--- src/rtl/shalu_pkg.sv ---
package shalu_pkg;

  typedef enum logic [3:0] {
    OP_ADD = 4'd0,  OP_ADC = 4'd1,  OP_SUB = 4'd2,  OP_SBC = 4'd3,
    OP_RSB = 4'd4,  OP_RSC = 4'd5,  OP_AND = 4'd6,  OP_ORR = 4'd7,
    OP_EOR = 4'd8,  OP_BIC = 4'd9,  OP_MOV = 4'd10, OP_MVN = 4'd11,
    OP_CMP = 4'd12, OP_CMN = 4'd13, OP_TST = 4'd14, OP_TEQ = 4'd15
  } alu_op_e;

  typedef enum logic [2:0] {
    SK_LSL = 3'd0, SK_LSR = 3'd1, SK_ASL = 3'd2, SK_ASR = 3'd3,
    SK_ROR = 3'd4, SK_RRX = 3'd5, SK_RS6 = 3'd6, SK_RS7 = 3'd7
  } shift_kind_e;

  localparam int FLG_N = 3;
  localparam int FLG_Z = 2;
  localparam int FLG_C = 1;
  localparam int FLG_V = 0;

  function automatic logic op_is_compare(input logic [3:0] op);
    return op[3:2] == 2'b11;
  endfunction

  function automatic logic op_is_arith(input logic [3:0] op);
    return (op <= 4'd5) || (op == OP_CMP) || (op == OP_CMN);
  endfunction

endpackage

--- src/rtl/shalu_shifter.sv ---
module shalu_shifter #(
  parameter int W  = 32,
  parameter int AW = $clog2(W)
) (
  input  logic [W-1:0]  din,
  input  logic [2:0]    kind,
  input  logic [AW-1:0] amt,
  input  logic          cin,
  output logic [W-1:0]  dout,
  output logic          cout
);
  import shalu_pkg::*;

  logic          is_left;
  logic [AW-1:0] rot_amt;
  logic [AW-1:0] left_idx;
  logic [AW-1:0] right_idx;
  logic [W-1:0]  keep_low;
  logic [W-1:0]  keep_high;
  logic [W-1:0]  stage [AW+1];

  assign is_left   = (kind == SK_LSL) || (kind == SK_ASL);
  assign left_idx  = AW'(W - int'(amt));
  assign right_idx = amt - AW'(1);
  assign rot_amt   = is_left ? left_idx : amt;
  assign keep_low  = {W{1'b1}} >> amt;
  assign keep_high = {W{1'b1}} << amt;

  // log2(W) rotate-right stages, each by a power of two
  assign stage[0] = din;
  for (genvar k = 0; k < AW; k++) begin : g_rot
    localparam int STEP = 2 ** k;
    assign stage[k+1] = rot_amt[k] ? {stage[k][STEP-1:0], stage[k][W-1:STEP]}
                                   : stage[k];
  end

  always_comb begin
    dout = din;
    cout = cin;
    if (kind == SK_RRX) begin
      dout = {cin, din[W-1:1]};
      cout = din[0];
    end else if (amt != '0) begin
      unique case (kind)
        SK_LSL, SK_ASL: begin
          dout = stage[AW] & keep_high;
          cout = din[left_idx];
        end
        SK_LSR: begin
          dout = stage[AW] & keep_low;
          cout = din[right_idx];
        end
        SK_ASR: begin
          dout = (stage[AW] & keep_low) | ({W{din[W-1]}} & ~keep_low);
          cout = din[right_idx];
        end
        SK_ROR: begin
          dout = stage[AW];
          cout = din[right_idx];
        end
        default: begin
          dout = din;
          cout = cin;
        end
      endcase
    end
  end

endmodule

--- src/rtl/shalu_addsub.sv ---
module shalu_addsub #(
  parameter int W = 32
) (
  input  logic [W-1:0] a,
  input  logic [W-1:0] b,
  input  logic [3:0]   op,
  input  logic         cin,
  output logic [W-1:0] sum,
  output logic         cout,
  output logic         ovf
);
  import shalu_pkg::*;

  logic [W-1:0] x;
  logic [W-1:0] y;
  logic         ci;
  logic [W:0]   wide;

  always_comb begin
    x  = a;
    y  = b;
    ci = 1'b0;
    unique case (op)
      OP_ADD, OP_CMN: begin x = a; y = b;  ci = 1'b0; end
      OP_ADC:         begin x = a; y = b;  ci = cin;  end
      OP_SUB, OP_CMP: begin x = a; y = ~b; ci = 1'b1; end
      OP_SBC:         begin x = a; y = ~b; ci = cin;  end
      OP_RSB:         begin x = b; y = ~a; ci = 1'b1; end
      OP_RSC:         begin x = b; y = ~a; ci = cin;  end
      default:        begin x = a; y = b;  ci = 1'b0; end
    endcase
  end

  assign wide = {1'b0, x} + {1'b0, y} + {{W{1'b0}}, ci};
  assign sum  = wide[W-1:0];
  assign cout = wide[W];
  assign ovf  = (x[W-1] == y[W-1]) && (sum[W-1] != x[W-1]);

endmodule

--- src/rtl/shalu_logic.sv ---
module shalu_logic #(
  parameter int W = 32
) (
  input  logic [W-1:0] a,
  input  logic [W-1:0] b,
  input  logic [3:0]   op,
  output logic [W-1:0] res
);
  import shalu_pkg::*;

  always_comb begin
    unique case (op)
      OP_AND, OP_TST: res = a & b;
      OP_ORR:         res = a | b;
      OP_EOR, OP_TEQ: res = a ^ b;
      OP_BIC:         res = a & ~b;
      OP_MOV:         res = b;
      OP_MVN:         res = ~b;
      default:        res = '0;
    endcase
  end

endmodule

--- src/rtl/shalu_top.sv ---
module shalu_top #(
  parameter int W  = 32,
  parameter int AW = $clog2(W)
) (
  input  logic          clk,
  input  logic          rst_n,
  input  logic          in_valid,
  output logic          in_ready,
  input  logic [W-1:0]  in_a,
  input  logic [W-1:0]  in_b,
  input  logic [3:0]    in_op,
  input  logic [2:0]    in_shkind,
  input  logic [AW-1:0] in_shamt,
  input  logic [3:0]    in_flags,
  input  logic          in_setflags,
  output logic          out_valid,
  input  logic          out_ready,
  output logic [W-1:0]  out_result,
  output logic          out_wr_en,
  output logic [3:0]    out_flags
);
  import shalu_pkg::*;

  logic [W-1:0] sh_val;
  logic         sh_c;
  logic [W-1:0] add_val;
  logic         add_c;
  logic         add_v;
  logic [W-1:0] lg_val;
  logic         arith;
  logic         cmp;
  logic         upd;
  logic [W-1:0] res_n;
  logic [3:0]   flags_n;
  logic         c_n;
  logic         v_n;
  logic         take;
  logic         upd_q;

  shalu_shifter #(.W(W), .AW(AW)) u_shift (
    .din (in_b),
    .kind(in_shkind),
    .amt (in_shamt),
    .cin (in_flags[FLG_C]),
    .dout(sh_val),
    .cout(sh_c)
  );

  shalu_addsub #(.W(W)) u_add (
    .a   (in_a),
    .b   (sh_val),
    .op  (in_op),
    .cin (in_flags[FLG_C]),
    .sum (add_val),
    .cout(add_c),
    .ovf (add_v)
  );

  shalu_logic #(.W(W)) u_logic (
    .a  (in_a),
    .b  (sh_val),
    .op (in_op),
    .res(lg_val)
  );

  assign arith = op_is_arith(in_op);
  assign cmp   = op_is_compare(in_op);
  assign upd   = in_setflags || cmp;
  assign res_n = arith ? add_val : lg_val;
  assign c_n   = arith ? add_c : sh_c;
  assign v_n   = arith ? add_v : in_flags[FLG_V];

  always_comb begin
    flags_n = in_flags;
    if (upd) begin
      flags_n[FLG_N] = res_n[W-1];
      flags_n[FLG_Z] = (res_n == '0);
      flags_n[FLG_C] = c_n;
      flags_n[FLG_V] = v_n;
    end
  end

  // single output register with pass-through ready
  assign in_ready = !out_valid || out_ready;
  assign take     = in_valid && in_ready;

  always_ff @(posedge clk) begin
    if (!rst_n) begin
      out_valid  <= 1'b0;
      out_result <= '0;
      out_wr_en  <= 1'b0;
      out_flags  <= '0;
      upd_q      <= 1'b0;
    end else if (take) begin
      out_valid  <= 1'b1;
      out_result <= res_n;
      out_wr_en  <= !cmp;
      out_flags  <= flags_n;
      upd_q      <= upd;
    end else if (out_ready) begin
      out_valid  <= 1'b0;
    end
  end

  AST_READY_WHEN_EMPTY: assert property (@(posedge clk) disable iff (!rst_n)
    !out_valid |-> in_ready);

  AST_HOLD_UNDER_STALL: assert property (@(posedge clk) disable iff (!rst_n)
    out_valid && !out_ready |=> out_valid && $stable(out_result) &&
      $stable(out_flags) && $stable(out_wr_en));

  AST_COMPARE_NO_WRITE: assert property (@(posedge clk) disable iff (!rst_n)
    take && op_is_compare(in_op) |=> out_valid && !out_wr_en);

  AST_ZERO_AMOUNT_PASS: assert property (@(posedge clk) disable iff (!rst_n)
    in_valid && in_shamt == '0 && in_shkind != SK_RRX |->
      sh_val == in_b && sh_c == in_flags[FLG_C]);

  AST_RRX_THROUGH_CARRY: assert property (@(posedge clk) disable iff (!rst_n)
    in_valid && in_shkind == SK_RRX |->
      sh_c == in_b[0] && sh_val[W-1] == in_flags[FLG_C]);

  AST_SUB_NO_BORROW: assert property (@(posedge clk) disable iff (!rst_n)
    in_valid && in_op == OP_SUB |-> add_c == (in_a >= sh_val));

  AST_NZ_FROM_RESULT: assert property (@(posedge clk) disable iff (!rst_n)
    out_valid && upd_q |-> out_flags[FLG_N] == out_result[W-1] &&
      out_flags[FLG_Z] == (out_result == '0));

endmodule

--- config.mk ---
export PLATFORM = sky130hd
export DESIGN_NAME = shalu_top
export DESIGN_NICKNAME = d
export VERILOG_FILES = /design/src/rtl/shalu_pkg.sv /design/src/rtl/shalu_shifter.sv /design/src/rtl/shalu_addsub.sv /design/src/rtl/shalu_logic.sv /design/src/rtl/shalu_top.sv
export SDC_FILE = /design/constraint.sdc
export NUM_CORES = 1
export LEC_CHECK = 0
export ABC_AREA = 1
export ABC_CLOCK_PERIOD_IN_PS = 11550
export CORE_ASPECT_RATIO = 0.5
export CORE_MARGIN = 2
export CORE_UTILIZATION = 30
export CTS_CLUSTER_SIZE = 40
export DETAILED_ROUTE_END_ITERATION = 16
export PLACE_DENSITY = 0.6
export SLEW_MARGIN = 20
export SYNTH_ARGS = -nofsm -noshare
export SYNTH_HDL_FRONTEND = slang
export SYNTH_SLANG_ARGS = --single-unit
--- constraint.sdc ---
create_clock -name clk -period 11.55 [get_ports clk]
set_input_delay 2.31 -clock clk [delete_from_list [all_inputs] [get_ports clk]]
set_output_delay 2.31 -clock clk [all_outputs]
set_load 0.05 [all_outputs]
[Word-level counts from Yosys, hierarchy flattened]
Cells that the tools add are included.
Storage, ports and cells
  bits in registers: 38
  latch bits: 0
  bits in writable memories: 0
  ROM bits: 0
  bits of input ports: 85
  output and inout port bits: 39
  word-level logic and storage cells: 94
  memories kept: 0
Cells by class
  add/subtract/negate cells: 4
  $mul: 0
  div/mod/pow operators: 0
  order comparisons: 3
  equal/unequal tests: 23
  shifts and indexed selects: 2
  muxes and demuxes: 26
  bitwise operators: 11
  reduce and logical (&&, ||, !) cells: 21
Operator list (number)
  $mux 32: 9
  $pmux 32 s6: 1
  $and 32x32->32: 5
  $pmux 32 s4: 1
  $not 32->32: 3
  $or 32x32->32: 2
  $pmux 32 s2: 1
  $add 32x32->33: 1
  $add 33x1->33: 1
  $eq 4x4->1 const B: 8
  $logic_not 32->1: 1
  $shl 32x5->32 const A: 1
  $shr 32x5->32 const A: 1
  $xor 32x32->32: 1
  $eq 4x3->1 const B: 4
  $lt 5x6->1 const B: 2
  $reduce_or 3->1: 4
  $bmux 1 s5: 2
  $eq 4x2->1 const B: 2
  $mux 1: 8
  $reduce_or 2->1: 4
  $eq 3x2->1 const B: 2
  $eq 3x3->1 const B: 2
  $logic_or 1x1->1: 5
  16 further kinds: 19

[Longest topological paths before layout]
Gate-level depths: netlist of the first run.
  depth in word-level cells: 21
  depth in mapped cells: 41
  depth with buffers taken out: 37

[Hierarchy]
A second synthesis of the first run with hierarchy kept.
Unflattened totals
  cells, all modules: 2406
  area, all modules: 12064.1 sq um
Modules (own cells, without submodules)
  shalu_shifter: times used 1, cells an instance 886, area an instance 4072.7 sq um, sequential area each 0.0 sq um
  shalu_addsub: times used 1, cells an instance 647, area an instance 3283.1 sq um, sequential area each 0.0 sq um
  shalu_logic: times used 1, cells an instance 522, area an instance 2591.2 sq um, sequential area each 0.0 sq um
  shalu_top: times used 1, cells an instance 351, area an instance 2117.0 sq um, sequential area each 760.7 sq um

[Worst setup path before layout of the first run]
OpenSTA, ideal clock, no wires.
  path type: input port to flip-flop
  from: in in_shamt[0]
  to: reg out_flags[2]
  library setup time: 0.067 ns
  arrival time: 6.923 ns
  required time: 11.483 ns
  slack: 4.560 ns
  stages: 36
  path buffers: 4
  path through: clkbuf_2 > inv_1 > buf_2 > ha_1 > inv_1 > nor2_1 > ha_1 > o21a_1 > buf_2 > inv_1 > buf_2 > nand3_1 > nand3_1 > nand2_1 > nand2_2 > nor2_1 > a211oi_1 > fa_1 > inv_1 > fa_1 > nand3_1 > nand3_1 > a21boi_0 > o21ai_0 > nand3_1 > nand4_1 > and2_1 > nor2_1 > nor2_1 > nor2_1 > nand2_1 > nor2_1 > nand2_1 > nor2_1 > nand2_1 > a21oi_2
On the way
  cells in the longest elaborated chain, start to end: 19
  elaborated cells between the ends (all ways): 31
  classes of those cells: add/sub: 3; shift: 2; mux: 14; bitwise: 10; reduce/logical: 2
Ends and longest elaborated chain
  start: declaration: RTL line shalu_top.sv:13  | input logic [AW-1:0] in_shamt,
  $sub 1x5->5: RTL line shalu_shifter.sv:23  | assign left_idx = AW'(W - int'(amt));
  $mux 5: RTL line shalu_shifter.sv:25  | assign rot_amt = is_left ? left_idx : amt;
  $mux 32 (5 in a row): RTL line shalu_shifter.sv:33  | assign stage[k+1] = rot_amt[k] ? {stage[k][STEP-1:0], stage[k][W-1:STEP]}
  $and 32x32->32: RTL line shalu_shifter.sv:50, shalu_shifter.sv:54
  $or 32x32->32: RTL line shalu_shifter.sv:54  | dout = (stage[AW] & keep_low) | ({W{din[W-1]}} & ~keep_low);
  $pmux 32 s4: RTL line shalu_shifter.sv:44  | unique case (kind)
  $mux 32 *: RTL line shalu_shifter.sv:43  | end else if (amt != '0) begin
  $mux 32 *: RTL line shalu_shifter.sv:40  | if (kind == SK_RRX) begin
  $not 32->32
  $pmux 32 s2: RTL line shalu_addsub.sv:23  | unique case (op)
  $add 32x32->33: RTL line shalu_addsub.sv:34  | assign wide = {1'b0, x} + {1'b0, y} + {{W{1'b0}}, ci};
  $add 33x1->33: RTL line shalu_addsub.sv:34
  $mux 32 *: RTL line shalu_top.sv:69  | assign res_n = arith ? add_val : lg_val;
  $logic_not 32->1 *: RTL line shalu_top.sv:77  | flags_n[FLG_Z] = (res_n == '0);
  $mux 4 *: RTL line shalu_top.sv:75  | if (upd) begin
  end signal: assignment: RTL line shalu_top.sv:98  | out_flags <= flags_n;
  end: declaration: RTL line shalu_top.sv:20  | output logic [3:0] out_flags
Mark *: on every way between the ends. The rest lies on a longest branch, timed or not.
A chain may end at the register's enable or synchronous reset.

[Worst setup path in the final report of the first run]
Ends and elaborated chain as after synthesis.

==> results of run 1 <==
[cell families (layout without fill, tap and decap cells)]
group,Yosys count,after routing
simple gates,1053,1053
compound gates,529,529
flops,38,38
buf+inv,276,312
xor+xnor,5,5
fa+ha+maj,70,70
[stage by stage]
| step | total power, mW | area (µm²) | hold WS, ps |
|---|---|---|---|
| 6_report | 1.17 | 12000 | 467 |
| 5_1_grt | 1.26 | 12000 | 505 |
| 4_1_cts | 1.15 | 12000 | 473 |
| 3_5_place_dp | 1.00 | 11900 | 465 |
| 3_3_place_gp | 1.00 | 11900 | 458 |
| 2_1_floorplan | 0.740 | 10400 | 688 |
[tightest hold or removal path, cell delays in order, from the launching register on]
cell     delay, ps
dfxtp_1        310
nand2_1         60
a21oi_1         60
[Yosys cell counts (3+ instances only)]
cell,count
nand2_1,500
nand3_1,327
o21ai_0,203
a21oi_1,199
inv_1,158
nor2_1,146
clkbuf_1,71
ha_1,68
dfxtp_1,38
o31ai_1,34
nand2_2,30
o221ai_1,25
buf_2,19
or2_2,19
a22oi_1,16
o211ai_1,12
buf_4,10
nor3_1,9
nand4_1,7
a21o_1,6
buf_6,6
buf_1,5
o22ai_1,5
a211oi_1,4
a21boi_0,4
a31oi_1,4
inv_2,4
nand2_4,4
a221oi_1,3
nand3b_1,3
nor2_2,3
o21ai_1,3
xnor2_1,3
[worst min path at each step]
stage                      start      endpoint
global route        out_flags[3]  out_flags[3]
CTS                 out_flags[1]  out_flags[1]
global placement    out_flags[1]  out_flags[1]
detailed placement  out_flags[1]  out_flags[1]
floorplan           out_flags[1]  out_flags[1]
finish              out_flags[1]  out_flags[1]
[where the power goes]
group	switching [mW]	internal, mW	leakage (nW)
combinational	0.602	0.275	5.10
sequential	0.00791	0.146	0.315
clock	0.0549	0.0854	0.0729
[area by class of cell]
cell class / count / area, µm² / area share
multi-input combinational: 1657 / 8540 / 0.710
timing repair buffer: 140 / 1360 / 0.113
sequential: 38 / 761 / 0.0633
inverter: 164 / 616 / 0.0512
tap: 475 / 594 / 0.0495
clock buffer: 6 / 139 / 0.0116
clock inverter: 2 / 12.5 / 0.00104
[routing by layer]
layer | wire length [µm] | track usage | part of all wire
met3 | 4370 | 0.0324 | 0.089
met4 | 2410 | 0.119 | 0.049
met2 | 20900 | 0.405 | 0.43
met1 | 21200 | 0.356 | 0.43
met5 | 10 | 0 | 0.00020
[flip-flops by register name, indices dropped and copies added (netlist names)]
| name | flops |
|---|---|
| out_wr_en | 1 |
| out_result | 32 |
| out_valid | 1 |
| out_flags | 4 |
==> results.ini, run 1 <==
[setup_path]
path_depth=36
critPathCapture=out_flags[2]
cpMaxStageDelayCell=ha_1
critical_path_class=in2reg
crit_top_cell=nand2_1
crit_required_ps=11770
critPathMaxStageDelay_ps=700
crit_arrival_ps=9600
r2r_slack_ps=9590
rr_endpoint=out_result[17]
reg2reg_depth=6
cp_num_buf_inv=6
r2r_start=out_valid
crit_path_start_kind=input port
critical_path.startpoint=in_shamt[0]
crit_fanout=51
cp_top_family=simple AND/OR/NAND/NOR gates
critPathCaptureType=flip-flop

[placed_design]
dp_cells=2474
dpl_worst_slack_ps=2160
gp_congestion=1.08
hpwl_um=38400
io_buffers=123

[global_routing]
grt_max_degree=65
grt_usage=0.259
grt_pass1_wl_um=73600
antenna_found_initial=1
grt_pass1_vias=12600
overflow=0

[cells_and_area]
layout.nets=2161
layoutNonFillerInstCount=2482
most-common-layout-cells=nand2_1, nand3_1, o21ai_0
fill_cells=3952
drive_gt1_frac=0.0478
layout_commonest_cell=nand2_1
fin_util=0.350
antennaDiodeCount=0
area.growth.synth_to_final_pct=15.4

[yosys]
synth_mux_area_frac=0
synth_xor_area_frac=0.00421
synthesis.area_um2=10400
ys_seq_elements=38
synth_ff_type=dfxtp_1
async_reset_ff_frac=0
synth_area_leader_cell=nand2_1
synth_area_per_cell_um2=5.28
synth_edf_count=0
yosysWarnings=0
synth_nets=2126
syn_inst=1971
synth_top_family_by_area=simple AND/OR/NAND/NOR gates
synth_top_area_frac=0.180
synth-adder-area-share=0.0856
synthSimpleGateAreaFrac=0.440
synth-compound-area-share=0.287
yosysSeqAreaShare=0.0731
synthTopCellsByArea=nand2_1, nand3_1, o21ai_0, a21oi_1, ha_1
synth_cell_types=48

[timing]
tightest_slew_ps=1080
setup_ws_ps=2170
slew_headroom=0.279
maxSlewViolCount=0
finalClockSkew_ps=3.63
achievable-frequency_ghz=0.107
post-route-min-period_ps=9380
setup-tns-final_ps=0
hold_violations=0
rsz0062_at_grt=false
fin_crit_sh=0.812
setup_viol=0

[route]
wirelength_um=48900
vias=14300
routedWlPerCell_um=19.7
vias_per_cell=5.75
drtIter0Drc=1853
drc_errors=0
final_antenna_net_count=0
drt-pass1-iter-count=6

[floorplanning]
dieHeight_um=136
die_w_um=267
num_io_pins=124
core_area_um2=34400
rows=48
start_util=0.303
dieArea_um2=36300

[clock_tree]
root_buffer=clkbuf_16
cts_buffers=5
cts_tree=built
ctsLongestPathBuffers=2
clkSinkCount=38
h-tree-depth=2
postCtsSetupBuffers=0
hold_buffers=0
ctsResizeCount=0
clk_pin_slew_ps=60
clk_latency_ps=280

[run]
cap_violations=0

[min_path]
whs_path_depth=2
hold_path_class=reg2reg

[pwr]
vdd_drop_max_mv=0.0661
p_leak_nw=5.49
power_density_nw_per_um2=97.5

[status]
status=finished clean

(Power assumes the default switching activity.)
==> run 2: changes to the inputs <==
- ABC_CLOCK_PERIOD_IN_PS: 11550 -> 9800
- clock period: 11.55 -> 9.8 ns (I/O delays scaled with it)
==> run 2 against run 1 <==
Effect of this change: global-route usage up 1.0 points; sequential share of layout area about the same; routed wire length up 2.9%; clock power up 31%; final cell count up 0.20%; register-to-register slack worse by 1400 ps; critical path depth down 3; first-iteration DRC count down 9.1%; hold slack better by 5.4 ps; critical path type unchanged; largest cell class unchanged; highest routed layer unchanged.
==> results.ini, run 2 (synthesis gave the netlist of run 1 again) <==
[min_path]
whs_path_depth=2
hold_path_class=reg2reg

[setup_path]
critical_path_class=in2reg
critPathMaxStageDelay_ps=780
crit_arrival_ps=8810
crit_fanout=37
critPathCaptureType=flip-flop
cpMaxStageDelayCell=clkdlybuf4s50_1
reg2reg_depth=6
crit_required_ps=10020
crit_path_start_kind=input port
crit_top_cell=nand2_1

[cells_and_area]
fin_area_um2=12100
fill_cells=3899
drive_gt1_frac=0.0507
most-common-layout-cells=nand2_1, nand3_1, o21ai_0
layout.nets=2166
area.growth.synth_to_final_pct=15.9
largest-register=out_result
layout_commonest_cell=nand2_1
fin_util=0.351
largest_register_ffs=32
layoutNonFillerInstCount=2487
reg.largest.list=out_result x32, out_flags x4
antennaDiodeCount=0

[route]
wirelength_um=50300
drtIter0Drc=1684
drc_errors=0
drt-pass1-iter-count=6
final_antenna_net_count=0
routedWlPerCell_um=20.2
vias=14100
vias_per_cell=5.66

[global_routing]
grt_max_degree=66
grt_pass1_vias=12700
grt_pass1_wl_um=76000
antenna_found_initial=1
overflow=0
grt_usage=0.269

[timing]
setup_ws_ps=1210
setup-tns-final_ps=0
achievable-frequency_ghz=0.116
maxSlewViolCount=0
fin_crit_sh=0.876
finalClockSkew_ps=5.86
rsz0062_at_grt=false
setup_viol=0
tightest_slew_ps=1110
hold_violations=0
post-route-min-period_ps=8590
slew_headroom=0.262

[clock_tree]
clk_pin_slew_ps=60
h-tree-depth=2
clk_latency_ps=290
hold_buffers=0
cts_buffers=5
ctsLongestPathBuffers=2
clkSinkCount=38
cts_tree=built
root_buffer=clkbuf_16
postCtsSetupBuffers=0
ctsResizeCount=0

[pwr]
vdd_drop_max_mv=0.0733
p_leak_nw=5.53
power_density_nw_per_um2=116

[floorplanning]
rows=48
dieArea_um2=36300
dieHeight_um=136
start_util=0.303
core_area_um2=34400
die_w_um=267
num_io_pins=124

[status]
status=finished clean

[run]
cap_violations=0

[placed_design]
gp_congestion=1.05
dpl-instance-area_um2=11900
io_buffers=123
hpwl_um=40300
dp_cells=2479
dpl_worst_slack_ps=1070

==> run 2: worst max-delay path, delay by kind of cell <==
kind,cells,cell delay (ps)
AO/OA/AOI/OAI,8,1900
adder cells (fa/ha/maj),3,1080
buffers and inverters,7,2230
AND/OR/NAND/NOR,15,1610
==> run 2: where the power goes <==
group	internal (mW)	total [mW]	switching (mW)	leakage (nW)
sequential	0.172	0.181	0.00900	0.315
combinational	0.326	1.04	0.714	5.13
clock	0.119	0.183	0.0639	0.0836
total	0.617	1.40	0.786	5.53
==> run 2: through the flow <==
stage	hold WS (ps)	power, mW
floorplan	688	0.872
global placement	453	1.20
detailed placement	470	1.20
CTS	478	1.38
global route	507	1.52
finish	473	1.40
==> run 2: final timing paths <==
| kind | from | end | slack [ps] |
|---|---|---|---|
| max | in_shamt[4] | out_flags[2] | 1210 |
| min | out_flags[1] | out_flags[1] | 470 |
| max reg2reg | out_valid | out_flags[1] | 8140 |
| min reg2reg | out_flags[1] | out_flags[1] | 470 |
==> run 2: metal layers <==
| layer | global-route usage | wire [µm] |
|---|---|---|
| met5 | 0 | 13 |
| met4 | 0.0785 | 1540 |
| met3 | 0.0320 | 4330 |
| met2 | 0.440 | 22200 |
| met1 | 0.372 | 22200 |
==> run 2: cell type report <==
type | count | area, µm² | area share
inverters | 164 | 616 | 0.0510
flip-flops and latches | 38 | 761 | 0.0631
well taps | 475 | 594 | 0.0493
clock inverters | 3 | 40.0 | 0.00332
multi-input cells | 1657 | 8540 | 0.708
repair buffers | 145 | 1390 | 0.115
clock buffers | 5 | 125 | 0.0104
